**src/rtl/aes_cs_bitgen.sv**
```systemverilog
module aes_cs_bitgen #(
  parameter int FRAMES = 192,
  parameter int MINW   = 3
) (
  input  logic clk,
  input  logic rst_n,
  input  logic lrclk,
  input  logic cmode,
  input  logic pin_copy,
  input  logic pin_orig,
  input  logic pin_emph,
  input  logic pin_audio,
  input  logic v_in,
  input  logic u_in,
  input  logic c_in,
  input  logic blk_dir,
  input  logic blk_i,
  output logic blk_o,
  output logic blk_oe,
  output logic sf_stb,
  output logic sf_chan,
  output logic sf_first,
  output logic sf_c,
  output logic sf_v,
  output logic sf_u
);
  localparam int SUBS = 2 * FRAMES;
  localparam int IW   = $clog2(SUBS);
  localparam int CW   = $clog2(MINW + 1);
  localparam logic [IW-1:0] LAST = IW'(SUBS - 1);

  logic [2:0]    lr_s;
  logic [1:0]    b_s;
  logic [CW-1:0] wcnt;
  logic          pend, arm, sub_edge, fixed_c;
  logic [IW-1:0] sf_idx, idx_nx;
  logic [IW-2:0] bitn;

  assign sub_edge = lr_s[2] ^ lr_s[1];
  assign idx_nx   = pend ? '0 : (sf_idx == LAST ? '0 : sf_idx + IW'(1));
  assign bitn     = idx_nx[IW-1:1];

  always_comb begin
    fixed_c = 1'b0;
    if (bitn == (IW-1)'(1))  fixed_c = ~pin_audio;
    if (bitn == (IW-1)'(2))  fixed_c = pin_copy;
    if (bitn == (IW-1)'(3))  fixed_c = ~pin_emph;
    if (bitn == (IW-1)'(15)) fixed_c = pin_orig;
  end

  always_ff @(posedge clk or negedge rst_n) begin
    if (!rst_n) begin
      lr_s     <= '0;
      sf_idx   <= LAST;
      sf_stb   <= 1'b0;
      sf_chan  <= 1'b0;
      sf_first <= 1'b0;
      sf_c     <= 1'b0;
      sf_v     <= 1'b0;
      sf_u     <= 1'b0;
    end else begin
      lr_s   <= {lr_s[1:0], lrclk};
      sf_stb <= sub_edge;
      if (sub_edge) begin
        sf_idx   <= idx_nx;
        sf_first <= (idx_nx == '0);
        sf_chan  <= lr_s[1];
        sf_c     <= cmode ? c_in : fixed_c;
        sf_v     <= v_in;
        sf_u     <= u_in;
      end
    end
  end

  assign arm = !blk_dir && b_s[1] && (wcnt == CW'(MINW - 1));

  always_ff @(posedge clk or negedge rst_n) begin
    if (!rst_n) begin
      b_s  <= '0;
      wcnt <= '0;
      pend <= 1'b0;
    end else begin
      b_s <= {b_s[0], blk_i};
      if (blk_dir || !b_s[1]) wcnt <= '0;
      else if (wcnt != CW'(MINW)) wcnt <= wcnt + CW'(1);
      pend <= arm | (pend & ~sub_edge);
    end
  end

  assign blk_oe = blk_dir;
  assign blk_o  = blk_dir & sf_first;

  p_idx_range_r1: assert property (@(posedge clk) disable iff (!rst_n)
    sf_idx <= LAST);
  p_advance_r1: assert property (@(posedge clk) disable iff (!rst_n)
    sub_edge && !pend && sf_idx != LAST |=> sf_idx == $past(sf_idx) + IW'(1));
  p_stb_update_r2: assert property (@(posedge clk) disable iff (!rst_n)
    !sub_edge |=> $stable(sf_c) && $stable(sf_v) && $stable(sf_u) && $stable(sf_chan));
  p_pro_zero_r5: assert property (@(posedge clk) disable iff (!rst_n)
    sub_edge && !cmode && !pend && sf_idx == LAST |=> !sf_c);
  p_dir_in_quiet_r9: assert property (@(posedge clk) disable iff (!rst_n)
    !blk_dir |-> !blk_o && !blk_oe);
  p_resync_r10: assert property (@(posedge clk) disable iff (!rst_n)
    sub_edge && pend |=> sf_first);
  p_no_arm_out_r11: assert property (@(posedge clk) disable iff (!rst_n)
    blk_dir && !pend |=> !pend || $past(!blk_dir));
endmodule

```
**config.mk**
```make
export PLATFORM = sky130hd
export DESIGN_NAME = aes_cs_bitgen
export DESIGN_NICKNAME = d
export VERILOG_FILES = /design/src/rtl/aes_cs_bitgen.sv
export SDC_FILE = /design/constraint.sdc
export NUM_CORES = 1
export LEC_CHECK = 0
export ABC_AREA = 1
export CAP_MARGIN = 20
export CORE_ASPECT_RATIO = 2
export CORE_MARGIN = 4
export CORE_UTILIZATION = 45
export CTS_CLUSTER_DIAMETER = 100
export DETAILED_ROUTE_END_ITERATION = 6
export DONT_BUFFER_PORTS = 1
export GPL_TIMING_DRIVEN = 0
export SLEW_MARGIN = 20
export SYNTH_ARGS = -nofsm -noshare
export SYNTH_HDL_FRONTEND = slang
export SYNTH_SLANG_ARGS = --single-unit
export TNS_END_PERCENT = 1
```
**constraint.sdc**
```tcl
create_clock -name clk -period 3.4 [get_ports clk]
set_input_delay 0.85 -clock clk [delete_from_list [all_inputs] [get_ports clk]]
set_output_delay 0.85 -clock clk [all_outputs]
set_load 0.01 [all_outputs]
```
Yosys cells after proc, flatten, opt, wreduce, memory -nomap -nowiden. Index checks and enable logic that the tools add are counted.

Bitwise operators: 7. Reduce and logical (&&, ||, !) cells: 7. $add $sub $neg: 2. Multiplexer cells: 9. Equality and inequality tests: 7.

Operators with widths (number): 9-bit 2-to-1 mux (2); 8-bit by 2-bit equality test with 1-bit output, second input constant (2); 9-bit by 1-bit adder with 9-bit output, second input constant (1); 9-bit equality test, second input constant (1); 9-bit zero test (1); 8-bit by 1-bit equality test with 1-bit output, second input constant (1); 8-bit by 4-bit equality test with 1-bit output, second input constant (1); 1-bit 2-to-1 mux (5); 2-bit 2-to-1 mux (2); 1-bit NOT (3); 2-bit by 1-bit adder with 2-bit output, second input constant (1); 1-bit bitwise AND (2); 2-bit equality test, second input constant (1); 1-bit logical AND (2); 1-bit zero test (2); 2-bit inequality test, second input constant (1); 2-bit nonzero test (1); 1-bit logical OR (1); 1-bit bitwise OR (1); 1-bit bitwise XOR (1).

Register bits: 23. Output and inout bits: 8.

Logic depth before layout (Yosys ltp). Gate-level depths: netlist of the first run.

Word-level depth: 9. Depth in mapped cells: 13. Gate-level depth less buffers: 13.

Least setup slack after synthesis of the first run. Ideal clock, no wire load.

Path kind: input-to-output. Start point: in blk_dir. End point: out blk_oe. Setup slack: 1581 ps. Arrival time: 969 ps. Stages on the path: 1. Path through: buf_4.

RTL lines: start: declaration (line 16) `input logic blk_dir,`; end: declaration (line 19) `output logic blk_oe,`.

No word-level cell between the ends.

Final worst setup path of the first run.
Start point: in blk_dir. End point: out blk_o.

Word-level cells in the longest chain between the ends: 1.

Ends and longest elaborated chain: 1-bit bitwise AND (line 91) `assign blk_o = blk_dir & sf_first;`; end: declaration (line 18) `output logic blk_o,`.

Every way passes these cells.

==> impl_results.md, run 1 <==
* Clock Power Share at 0.207
* Clk_skew at 0.00391 ns
* H-tree depth at 1
* Ys Warns at 0
* CP bufs+invs at 1
* First-pass iteration count of the detailed router at 4
* Post-synthesis xor/xnor area fraction at 0
* Syn_area_per_cell at 7.80 um2
* Ports at 21
* Cell depth of the worst flop-to-flop path at 11
* Drc violations at 0
* CTS sink count at 23
* P per Cell Area at 635 nW/um2
* Hold Buf Count CTS at 0
* Largest net degree at the start of global routing at 24
* Die Span X at 44.9 um
* Antenna Nets Post-Route at 0
* Die ar. at 3670 um2
* Pre-CTS WS at 1.57 ns
* Max Cap Viol at 0
* Final setup margin at 1.57 ns
* RSZ-0062 raised after global routing: false
* Post-synthesis cell count at 157
* Fin crit period at 1.83 ns
* Levels on crit path at 2
* Vias in the first global route at 1051
* WP data required at 2.55 ns
* GP Congestion at 0.822
* Fin. Hold Viols at 0
* CTS tree: done
* Fin nets at 178
* Setup TNS at 0 ns
* Final wirelength at 2720 um
* Post-CTS setup buffer count at 0
* Inserted Clock Buffers at 3
* Share of layout cells above drive strength 1 at 0.161
* Setup crit start: blk_dir
* Compound-gate portion of the synthesized area at 0.0858
* CTS resizes at 0
* Worst Setup Start Kind: input pin
* Initial Utilization at 0.477
* Setup violators final at 0
* N_diodes at 0
* Num rows at 26
* Slew headroom at 0.682
* CP Max Fanout at 4
* Worst min-delay path category: input pin to async pin
* Post-synthesis sequential area ratio at 0.478
* Critical path arrival at 0.98 ns
* Combinational power share at 0.315
* Via density at 5.31
* Core area at 2570 um2
* P&R area growth vs syn at 6.64%
* Max Slew Vio Count at 0
* CP Capture Type: output port
* Post-Synth Simple-Gate Area at 0.320
* Crit path kind: input pin to output port
* Switching pwr at 0.313 mW
* GR Overflow Total at 0
* Leakage at 0.658 nW
* Worst-Margin Slew at 0.476 ns
* Synthesized flop and latch total at 23
* CTS Buffer Depth at 2
* VDD IR-drop max at 0.353 mV
* Slowest cell on crit path: inv_1
* Outcome: complete, no violations
* Routed len/inst at 14.4 um
* Initial drt markers at 38
* Fmax at 0.548 GHz
* FF-to-FF Start: sf_idx[1]$_DFFE_PN1P_
* Main combinational cell family by area after synthesis: simple AND/OR/NAND/NOR gates
* Largest delay share family, worst path: buffers and inverters
* Buffers on Ports at 0
* # fillers at 257
* Mapped cell area at 1220 um2
* Sequential fraction of design power at 0.478
* GRT Total Usage at 0.173
* Die Y at 81.8 um
* Crit-path max cell delay at 0.10 ns
* Pint at 0.516 mW
* First-pass GRT wire length at 4590 um
* Finished Core Util at 0.508
* Worst-path clk slew at 0.08 ns
* Switching share of total power at 0.377
* Mux share of post-synthesis cell area at 0
* Synth cell types at 23
* CP Cell Sequence: nand2_1, inv_1
* Vias at 1004
* Root Driver: clkbuf_8
* Crit share post-route at 0.537
* Synth Area in Adders at 0.0306
* Detail Placement HPWL at 2130 um
* Clk_lat worst skew at 0.27 ns
* Initial antenna violation count at 0
* Syn Nets at 173
==> layout by cell type (no fill, tap or decap) <==
master,netlist,layout
a2111oi_0,1,1
nor2_2,1,1
a21oi_1,6,6
o21ai_0,10,10
dfstp_2,8,8
clkbuf_1,2,2
nor2_1,10,10
nand3_2,2,2
ha_1,3,3
nand4_1,3,3
and2_1,1,1
dfrtp_1,15,15
inv_2,2,2
clkbuf_8,0,3
a21oi_2,1,1
nor3_2,2,2
buf_4,1,1
o21bai_1,1,1
nand2_1,51,51
clkinv_2,0,1
nand2_4,1,1
nor2_4,1,1
nand3_1,10,10
nand2_2,3,3
inv_1,22,22
==> stage by stage <==
stage               std cells  hold WS, ns  power [mW]  cell area, um2
floorplan                 157        0.331       0.601            1220
global placement          185        0.333       0.655            1260
detailed placement        185        0.338       0.663            1260
CTS                       189        0.261       0.837            1310
global route              189        0.254       0.890            1310
finish                    189        0.264       0.829            1310
==> final timing paths <==
path	end	slack [ns]
worst max-delay path	blk_o	1.57
min in group clk	lr_s[1]$_DFF_PN0_	0.36
max in group asynchronous	sf_idx[6]$_DFFE_PN1P_	2.96
worst min-delay path	lr_s[2]$_DFF_PN0_	0.26
worst max register to register	sf_first$_DFFE_PN0P_	1.62
worst min register to register	lr_s[1]$_DFF_PN0_	0.36
==> per-layer routing <==
metal,global-route usage,part of all wire
met5,0,0
met4,0.0821,0.033
met3,0.0482,0.056
met2,0.310,0.55
met1,0.178,0.37
==> cell usage after synthesis <==
cell,count,area share
ha_1,3,0.031
inv_2,2,0.0061
nor2_4,1,0.0092
a21oi_2,1,0.0072
o21bai_1,1,0.0061
nand3_2,2,0.016
clkbuf_1,2,0.0061
nor2_2,1,0.0051
nor3_2,2,0.016
nand2_2,3,0.015
nand3_1,10,0.041
and2_1,1,0.0051
nor2_1,10,0.031
a21oi_1,6,0.025
dfstp_2,8,0.17
a2111oi_0,1,0.0072
o21ai_0,10,0.041
inv_1,22,0.067
nand2_4,1,0.0092
buf_4,1,0.0061
dfrtp_1,15,0.31
nand2_1,51,0.16
nand4_1,3,0.015
==> cells by family after synthesis <==
family | after synthesis
adder cells (fa/ha/maj) | 3
AND/OR/NAND/NOR | 85
AO/OA/AOI/OAI | 19
flip-flops | 23
buffers and inverters | 27
==> power groups by stage <==
stage,Clock (mW),Sequential [mW],Combinational (mW)
2_1_floorplan,0,0.388,0.213
3_3_place_gp,0,0.399,0.256
3_5_place_dp,0,0.401,0.262
4_1_cts,0.177,0.396,0.264
5_1_grt,0.185,0.403,0.302
6_report,0.172,0.396,0.262
==> layout make-up <==
type / count / area, um2 / area share
clock inverter: 1 / 5.00 / 0.00383
buffer: 3 / 15.0 / 0.0115
clock buffer: 3 / 41.3 / 0.0316
inverter: 24 / 90.1 / 0.0690
sequential: 23 / 586 / 0.448
multi-input combinational: 107 / 534 / 0.409
tap: 28 / 35.0 / 0.0268
==> flip-flops by register name (all words and copies together) (netlist names) <==
register / count
sf_c: 1
lr_s: 3
pend: 1
b_s: 2
wcnt: 2
sf_v: 1
sf_chan: 1
sf_first: 1
sf_idx: 9
sf_u: 1
sf_stb: 1
Power figures use the tool's default switching activity.
==> run 2: changes to the inputs <==
clock period = 1.65 ns   (was 3.4 ns; I/O delays follow)
==> run 2 against run 1 <==
- the run now ends with setup timing left
- worst hold slack got worse by 0.16 ns
- setup slack worse by 1.6 ns
- cell area grew 2.1%
- register-to-register slack lost 1.6 ns
- combinational power increased by 120%
- core utilization up 1.1 points
- cell count grew 0.53%
- clock power increased by 110%
- critical endpoint is now sf_first$_DFFE_PN0P_
- largest cell class unchanged
==> impl_results.md, run 2 (synthesized netlist as in run 1, its figures left out) <==
* Fin crit period at 1.68 ns
* CTS sink count at 23
* Post-CTS setup buffer count at 0
* CP Capture Type: flip-flop
* First-pass iteration count of the detailed router at 4
* Biggest regs: sf_idx: 9 flops, lr_s: 3 flops
* Crit-path max cell delay at 0.58 ns
* Drc violations at 0
* Num rows at 26
* GP Congestion at 0.822
* Max reg flops at 9
* Final wirelength at 2720 um
* Inserted Clock Buffers at 3
* Buffers on Ports at 0
* Clk_skew at 0.00483 ns
* # fillers at 255
* CP bufs+invs at 1
* Fin. Hold Viols at 0
* Detail Placement HPWL at 2130 um
* Via density at 5.31
* First-pass GRT wire length at 4680 um
* Setup violators final at 2
* Antenna Nets Post-Route at 0
* Clk_lat worst skew at 0.27 ns
* VDD IR-drop max at 0.694 mV
* Vias in the first global route at 1043
* Die ar. at 3670 um2
* Worst min-delay path category: input pin to async pin
* Core area at 2570 um2
* Largest delay share family, worst path: simple AND/OR/NAND/NOR gates
* Fmax at 0.595 GHz
* Initial drt markers at 36
* Crit path kind: flip-flop to flip-flop
* Crit share post-route at 1.02
* Worst-Margin Slew at 0.517 ns
* H-tree depth at 1
* Most common cell after layout, fill and taps aside: nand2_1
* CTS tree: done
* Cell depth of the worst flop-to-flop path at 11
* Initial antenna violation count at 0
* GR Overflow Total at 0
* CP most frequent cell: nand2_1
* Finished Layout Cells at 190
* Die Span X at 44.9 um
* Levels on crit path at 11
* Die Y at 81.8 um
* Worst Setup Start Kind: flip-flop
* Worst-path clk slew at 0.08 ns
* Violated checks: setup timing
* Outcome: finished with violations
* Power Total at 1.75 mW
* CP Max Fanout at 5
* Ports at 21
* CP Cell Sequence: ha_4, nand2_4, nor2_4, nand3_2, nand2_2, inv_4, nand2_1, nand2_1, nor3_2, nand4_1, nand2_1
* RSZ-0062 raised after global routing: true
* Most frequent cells in the layout: nand2_1, inv_1, dfrtp_1, o21ai_0, nand3_1
* Routed len/inst at 14.3 um
* WP data required at 1.86 ns
* Root Driver: clkbuf_8
* Slew headroom at 0.655
* Largest net degree at the start of global routing at 24
* P per Cell Area at 1310 nW/um2
* P&R area growth vs syn at 8.89%
* Slowest cell on crit path: dfstp_2
* GRT Total Usage at 0.176
* Fin nets at 179
* Vias at 1009
* Share of layout cells above drive strength 1 at 0.179
* Largest Register: sf_idx
* Final setup margin at -0.0299 ns
* Max Cap Viol at 0
* Leakage at 0.674 nW
* Max Slew Vio Count at 0
* Hold Slack at 0.106 ns
* Initial Utilization at 0.477
* Critical path arrival at 1.89 ns
* CTS Buffer Depth at 2
* N_diodes at 0
* Dpl cells at 185
-- run 2: layout make-up --
type                    count  area [um2]  share of cell area
multi-input cells         107         554               0.416
clock inverters             1        5.00             0.00375
inverters                  24        92.6              0.0694
plain buffers               3        15.0              0.0113
flip-flops and latches     23         586               0.439
repair buffers              1        5.00             0.00375
well taps                  28        35.0              0.0263
clock buffers               3        41.3              0.0310
-- run 2: metrics by stage --
step / instance area (um2) / util / TNS [ns] / worst slack (ns)
finish: 1330 / 0.519 / -0.0415 / -0.0299
CTS: 1340 / 0.520 / -0.0667 / -0.0342
detailed placement: 1260 / 0.490 / -0.229 / -0.120
global placement: 1260 / 0.490 / -0.179 / -0.0928
global route: 1330 / 0.519 / -0.722 / -0.177
floorplan: 1220 / - / 0 / 0.0759
-- run 2: path summary, 6_finish.rpt --
check | start | end | slack [ns]
worst max register to register | sf_idx[0]$_DFFE_PN1P_ | sf_first$_DFFE_PN0P_ | -0.03
worst max-delay path | sf_idx[0]$_DFFE_PN1P_ | sf_first$_DFFE_PN0P_ | -0.03
max in group asynchronous | rst_n | sf_idx[4]$_DFFE_PN1P_ | 1.17
min in group clk | lrclk | lr_s[0]$_DFF_PN0_ | 0.16
worst min register to register | lr_s[0]$_DFF_PN0_ | lr_s[1]$_DFF_PN0_ | 0.36
worst min-delay path | rst_n | lr_s[2]$_DFF_PN0_ | 0.11
-- run 2: report_power, final --
part	switching [mW]	total, mW	internal (mW)	leakage, nW
sequential	0.122	0.830	0.707	0.270
combinational	0.366	0.571	0.205	0.379
clock	0.184	0.353	0.169	0.0255
-- run 2: per-layer routing --
layer	vias up	GRT usage	share of wire
met1	469	0.193	0.37
met3	9	0.0482	0.053
met2	27	0.304	0.54
li1	504	-	-
met5	-	0	0
met4	0	0.0821	0.032
-- run 2: what timing repair did --
| action | 4_1_cts | 5_1_grt |
|---|---|---|
| setup endpoints to repair | 2 | 9 |
| hold endpoints to repair | 23 | 0 |
| cloned | 0 | 0 |
| pin swaps | 2 | 0 |
| hold buffers | 1 | 0 |
| resized for setup | 4 | 1 |
